==> src/rtl/page_prog_pkg.sv <==
package page_prog_pkg;
  typedef enum logic [0:0] {
    SEQ_IDLE = 1'b0,
    SEQ_PROG = 1'b1
  } seq_state_t;
endpackage

==> src/rtl/page_buf.sv <==
module page_buf #(
  parameter int DATA_W = 8,
  parameter int PAGE   = 8,
  localparam int OFS_W = $clog2(PAGE),
  localparam int CNT_W = $clog2(PAGE + 1)
) (
  input  logic              clk,
  input  logic              rst,
  input  logic              clear,
  input  logic              wr_en,
  input  logic [DATA_W-1:0] wr_data,
  input  logic [OFS_W-1:0]  rd_idx,
  output logic [DATA_W-1:0] rd_data,
  output logic [CNT_W-1:0]  count
);
  logic [DATA_W-1:0] mem [0:PAGE-1];
  logic [OFS_W-1:0]  wr_ptr;
  logic [PAGE-1:0]   valid;

  // RAM-style storage: no reset, synchronous read
  always_ff @(posedge clk) begin
    if (wr_en && !clear) mem[wr_ptr] <= wr_data;
    rd_data <= mem[rd_idx];
  end

  always_ff @(posedge clk) begin
    if (rst || clear) begin
      wr_ptr <= '0;
      valid  <= '0;
    end else if (wr_en) begin
      wr_ptr        <= wr_ptr + OFS_W'(1);
      valid[wr_ptr] <= 1'b1;
    end
  end

  always_comb begin
    count = '0;
    for (int i = 0; i < PAGE; i++) count = count + CNT_W'(valid[i]);
  end

  // slot index rolls over after the last slot
  a_r3_ptr_wraps: assert property (@(posedge clk) disable iff (rst)
    (wr_en && !clear && wr_ptr == OFS_W'(PAGE - 1)) |=> (wr_ptr == '0));
  // a stored byte marks its slot occupied
  a_r2_slot_marked: assert property (@(posedge clk) disable iff (rst)
    (wr_en && !clear) |=> valid[$past(wr_ptr)]);
  // a discard empties the page
  a_r8_clear_empties: assert property (@(posedge clk) disable iff (rst)
    clear |=> (count == '0));
endmodule

==> src/rtl/page_seq.sv <==
module page_seq
  import page_prog_pkg::*;
#(
  parameter int ADDR_W      = 9,
  parameter int PAGE        = 8,
  parameter int PROG_CYCLES = 125000,
  localparam int OFS_W = $clog2(PAGE),
  localparam int CNT_W = $clog2(PAGE + 1),
  localparam int TMR_W = $clog2(PROG_CYCLES)
) (
  input  logic              clk,
  input  logic              rst,
  input  logic              start,
  input  logic [CNT_W-1:0]  n_in,
  input  logic              load_addr,
  input  logic [ADDR_W-1:0] addr_in,
  output logic [OFS_W-1:0]  slot,
  output logic              busy,
  output logic              arr_we,
  output logic [ADDR_W-1:0] arr_addr
);
  seq_state_t        state;
  logic [TMR_W-1:0]  timer;
  logic [CNT_W-1:0]  n_q;
  logic [ADDR_W-1:0] base;

  assign busy = (state == SEQ_PROG);

  always_ff @(posedge clk) begin
    if (rst) begin
      state    <= SEQ_IDLE;
      timer    <= '0;
      slot     <= '0;
      n_q      <= '0;
      base     <= '0;
      arr_we   <= 1'b0;
      arr_addr <= '0;
    end else begin
      arr_we <= 1'b0;
      if (load_addr) base <= addr_in;
      case (state)
        SEQ_IDLE: if (start) begin
          state <= SEQ_PROG;
          slot  <= '0;
          timer <= '0;
          n_q   <= n_in;
        end
        SEQ_PROG: begin
          if (timer == '0) begin
            arr_we   <= 1'b1;
            arr_addr <= {base[ADDR_W-1:OFS_W], base[OFS_W-1:0] + slot};
          end
          if (timer == TMR_W'(PROG_CYCLES - 1)) begin
            timer <= '0;
            if (CNT_W'(slot) == n_q - CNT_W'(1)) state <= SEQ_IDLE;
            else slot <= slot + OFS_W'(1);
          end else begin
            timer <= timer + TMR_W'(1);
          end
        end
        default: state <= SEQ_IDLE;
      endcase
    end
  end

  // every array write lies inside the busy window
  a_r7_we_in_busy: assert property (@(posedge clk) disable iff (rst)
    arr_we |-> busy);
  // write enable lasts a single clock
  a_r7_we_one_clock: assert property (@(posedge clk) disable iff (rst)
    arr_we |=> !arr_we);
  // a program cycle never starts with an empty page
  a_r4_start_nonempty: assert property (@(posedge clk) disable iff (rst)
    (start && !busy) |-> (n_in != '0));
  // busy rises only after a start request
  a_r6_busy_after_start: assert property (@(posedge clk) disable iff (rst)
    $rose(busy) |-> $past(start));
  // the slot being programmed stays below the count held
  a_r3_slot_in_range: assert property (@(posedge clk) disable iff (rst)
    busy |-> (CNT_W'(slot) < n_q));
endmodule

==> src/rtl/page_prog_seq.sv <==
module page_prog_seq #(
  parameter int DATA_W      = 8,
  parameter int ADDR_W      = 9,
  parameter int PAGE        = 8,
  parameter int PROG_CYCLES = 125000
) (
  input  logic              clk,
  input  logic              rst,
  input  logic              addr_load,
  input  logic [ADDR_W-1:0] addr_in,
  input  logic              byte_stb,
  input  logic [DATA_W-1:0] byte_in,
  input  logic              commit,
  input  logic              abort,
  output logic              busy,
  output logic              arr_we,
  output logic [ADDR_W-1:0] arr_addr,
  output logic [DATA_W-1:0] arr_data
);
  localparam int OFS_W = $clog2(PAGE);
  localparam int CNT_W = $clog2(PAGE + 1);

  logic [CNT_W-1:0] count;
  logic [OFS_W-1:0] slot;
  logic go, clear, wr_en, load;

  assign go    = commit && !abort && !addr_load && !busy && (count != '0);
  assign load  = addr_load && !busy;
  assign wr_en = byte_stb && !busy;
  assign clear = abort || load || go;

  page_buf #(.DATA_W(DATA_W), .PAGE(PAGE)) u_buf (
    .clk(clk), .rst(rst), .clear(clear), .wr_en(wr_en), .wr_data(byte_in),
    .rd_idx(slot), .rd_data(arr_data), .count(count)
  );

  page_seq #(.ADDR_W(ADDR_W), .PAGE(PAGE), .PROG_CYCLES(PROG_CYCLES)) u_seq (
    .clk(clk), .rst(rst), .start(go), .n_in(count), .load_addr(load),
    .addr_in(addr_in), .slot(slot), .busy(busy), .arr_we(arr_we),
    .arr_addr(arr_addr)
  );

  // nothing is collected while programming
  a_r9_empty_while_busy: assert property (@(posedge clk) disable iff (rst)
    busy |-> (count == '0));
endmodule

==> config.mk <==
export PLATFORM = sky130hd
export DESIGN_NAME = page_prog_seq
export DESIGN_NICKNAME = d
export VERILOG_FILES = /design/src/rtl/page_prog_pkg.sv /design/src/rtl/page_buf.sv /design/src/rtl/page_seq.sv /design/src/rtl/page_prog_seq.sv
export SDC_FILE = /design/constraint.sdc
export NUM_CORES = 1
export LEC_CHECK = 0
export ABC_AREA = 1
export CAP_MARGIN = 20
export CORE_UTILIZATION = 40
export CTS_CLUSTER_SIZE = 8
export DETAILED_ROUTE_END_ITERATION = 12
export GPL_TIMING_DRIVEN = 0
export RECOVER_POWER = 25
export SLEW_MARGIN = 20
export SYNTH_ARGS = -nofsm -noshare
export SYNTH_HDL_FRONTEND = slang
export SYNTH_SLANG_ARGS = --single-unit
==> constraint.sdc <==
create_clock -name clk -period 5.5 [get_ports clk]
set_clock_uncertainty 0.05 [all_clocks]
set_input_delay 1.1 -clock clk [delete_from_list [all_inputs] [get_ports clk]]
set_output_delay 1.1 -clock clk [all_outputs]
set_load 0.02 [all_outputs]
==> run summary <==
Flop pwr share: 45.2%
Ant. Diodes: 0
DRT Pass-1 Iters: 5
Clock Path Buffers: 2
Die Width: 120.2 um
CP startpoint: u_buf.valid[0]
syn avg cell area: 9.154 um2
clk_lat worst skew: 0.42 ns
worst r2r src: u_buf.valid[0]
Cell Rows: 42
clock network fraction of design power: 50.6%
internal power: 1.769 mW
setup violators final: 0
Buf/Inv on CP: 3
final WL: 12.41 mm
Final Hold Viols: 0
total CTS buffers: 17
Compound-Gate Fraction of Synth Area: 10.13%
post-synthesis xor/xnor area fraction: 1.096%
root buffer cell: clkbuf_16
Worst Path Max Fanout: 8
postcts setup bufs: 0
PostCTS Resize Cnt: 0
share of power burned in combinational logic: 4.2%
placed cell area: 6213 um2
max_cap viols: 0
fraction of layout cells with a size suffix above 1: 10.54%
Crit path depth: 14
WL/cell: 14.44 um
Leak: 2.522 nW
post-layout minimum cycle time: 4.414 ns
dominant synthesized flop cell: edfxtp_1
Starting Density: 41.57%
grt ovf: 0
fin crit share: 80.26%
Post-CTS Hold Buffers: 0
via count: 4,314
I/O pin count: 42
GR Util All Layers: 18.83%
switching power: 0.4695 mW
cell repeated most along the worst path: fa_1
Core Area: 13,450 um2
multiplexer share of the synthesized area: 0%
Critical R2R Capture: u_buf.mem[4][0]
first-pass GRT wire length: 20.66 mm
full die area: 14,460 um2
initial antenna violation count: 0
sequential fraction of the synthesis area: 56.91%
RSZ-0062 raised after global routing: false
slew at the pin closest to its max-slew limit: 0.8752 ns
setup TNS: 0 ns
nets: 707
Critical Path Start Type: flip-flop
Sw Share: 20.97%
Reg clk slew, reported paths: 0.05 ns
reg2reg setup slack: 1.09 ns
Detail Placement HPWL: 8.641 mm
vias per std cell: 5.022
element type at the critical path end: flip-flop
Cells after Synth: 611
asr flop ratio synth: 0%
#FFs+latches synth: 127
Worst Reg-to-Reg Cells: 14
Hold Crit Class: flip-flop to flip-flop
Cell variety after synth: 33
Worst EP required: 5.49 ns
critical path type: flip-flop to flip-flop
Slew Viols, Final: 0
Final ANT Viol Nets: 0
DRC Markers: 0
status: finished clean
CP Cell Sequence: ha_1 > inv_1 > fa_1 > fa_1 > fa_1 > fa_1 > nand2_1 > inv_1 > nand3_1 > nand2_1 > nand2_2 > inv_1 > nand3_1 > nor2_1
Synth Cell Area: 5593 um2
fmax: 226.5 MHz
Synth Area in Simple Gates: 22.04%
Final Power: 2.238 mW
end of the critical path: u_buf.mem[4][0]
synth warn: 0
number of synthesized flops with an enable pin: 64
vias in the first global route: 4,207
CTS tree: yes
Num Clock Sinks: 127
pwr dens: 328.8 nW/um2
area delta synth->final: 21.72%
Hold Crit Depth: 2
adder-cell area share of the yosys netlist: 3.803%
maximum vdd drop: 0.2192 mV
kind of cell adding the most delay to the critical path: adder cells
CP max-delay cell: nor2_1
Die Y: 120.2 um
syn_nets: 648
largest net degree at the start of global routing: 17
Slew HR: 41.44%
main combinational cell family by area after synthesis: simple AND/OR/NAND/NOR gates
IO buf count: 40
H-Tree Depth: 4
RD Place Congestion: 0.8910
Worst path max stage delay: 0.76 ns
Crit path arrival time: 4.40 ns
DR iter-0 viols: 366
post-route cell area: 6808 um2
-- power groups by stage --
| stage | logic [mW] | clock network (mW) | registers (mW) |
|---|---|---|---|
| after floorplan | 0.0430 | 0 | 1.04 |
| after global placement | 0.0940 | 0 | 1.03 |
| after detailed placement | 0.0953 | 0 | 1.03 |
| after CTS | 0.0960 | 1.15 | 1.01 |
| after global routing | 0.105 | 1.19 | 1.01 |
| final | 0.0940 | 1.13 | 1.01 |
-- cells in the final DEF, fill, tap and decap left out, types with 7 or more instances in the layout --
cell type | netlist | routed
nor2_1 | 113 | 113
nor3_1 | 10 | 10
edfxtp_1 | 64 | 64
dfxtp_1 | 63 | 63
nand2_1 | 87 | 87
nand3b_1 | 7 | 7
ha_1 | 9 | 9
o22ai_1 | 8 | 8
nand3_1 | 24 | 24
clkdlybuf4s50_1 | 0 | 33
nor2_2 | 19 | 19
a21oi_1 | 34 | 34
dlygate4sd3_1 | 0 | 7
buf_2 | 9 | 9
a31oi_1 | 8 | 8
o21ai_0 | 53 | 53
clkbuf_1 | 10 | 14
inv_1 | 54 | 54
clkbuf_16 | 0 | 17
-- metal layers --
layer / wire length (um) / GRT usage [%]
met1: 5638 / 23.24
met2: 5971 / 31.47
met3: 622 / 4.906
met4: 174 / 7.330
met5: 0 / 0
-- layout make-up --
class / instances / area (um2)
fill: 1300 / 6645
sequential: 127 / 3183
multi-input combinational: 403 / 2073
clock buffer: 22 / 454.2
timing repair buffer: 40 / 400.4
inverter: 60 / 226.5
tap: 176 / 220.2
clock inverter: 10 / 140.1
buffer: 21 / 110.1
-- cells in the mapped netlist (9+ instances only) --
library cell  count  area, um2
clkbuf_1         10      37.54
a21oi_1          34      170.2
buf_2             9      45.04
edfxtp_1         64       1922
nor2_1          113      424.2
ha_1              9      112.6
inv_1            54      202.7
nand3_1          24      120.1
nand2_1          87      326.6
o21ai_0          53      265.3
nor3_1           10      50.05
nor2_2           19      118.9
dfxtp_1          63       1261
-- state kept, by name, summed over array words and instances (netlist names) --
name,flops
u_buf.mem,64
u_seq.arr_addr,9
u_seq.slot,3
u_buf.wr_ptr,3
u_seq.n_q,4
u_buf.valid,8
u_seq.timer,17
u_seq.base,9
u_seq.arr_we,1
u_buf.rd_data,8
u_seq.busy,1
-- cells by family (layout without fill, tap and decap cells) --
family / after synthesis / in the layout
flip-flops: 127 / 127
AO/OA/AOI/OAI: 107 / 107
XOR/XNOR: 7 / 7
buffers and inverters: 81 / 153
AND/OR/NAND/NOR: 275 / 275
adder cells (fa/ha/maj): 14 / 14
-- through the flow --
stage                     setup WS, ns  cells  hold WS [ns]  utilization, %
after detailed placement         1.071    827        0.4104           46.19
after global routing            0.7835    859        0.4428           50.60
final                            1.086    859        0.4204           50.60
after global placement           1.119    827        0.3901           46.19
after floorplan                  1.651    611        0.3802               -
after CTS                        1.076    859        0.4214           50.60
-- worst min-delay path by stage --
stage	from	to	slack, ns
global placement	u_seq.base[8]	u_seq.base[8]	0.39
finish	u_seq.base[8]	u_seq.base[8]	0.42
global route	u_seq.arr_addr[4]	u_seq.arr_addr[4]	0.44
detailed placement	u_seq.arr_addr[7]	u_seq.arr_addr[7]	0.41
CTS	u_seq.base[8]	u_seq.base[8]	0.42
floorplan	u_seq.base[8]	u_seq.base[8]	0.38
-- worst reg2reg max path, cell delays in order (launching register included) --
cell and delay, ns:
dfxtp_1 0.31, ha_1 0.27, inv_1 0.04, fa_1 0.50
fa_1 0.43, fa_1 0.42, fa_1 0.51, nand2_1 0.05
inv_1 0.04, nand3_1 0.05, nand2_1 0.13, nand2_2 0.11
inv_1 0.11, nand3_1 0.25, nor2_1 0.76
Note: power is estimated with default switching activity, not from simulation.
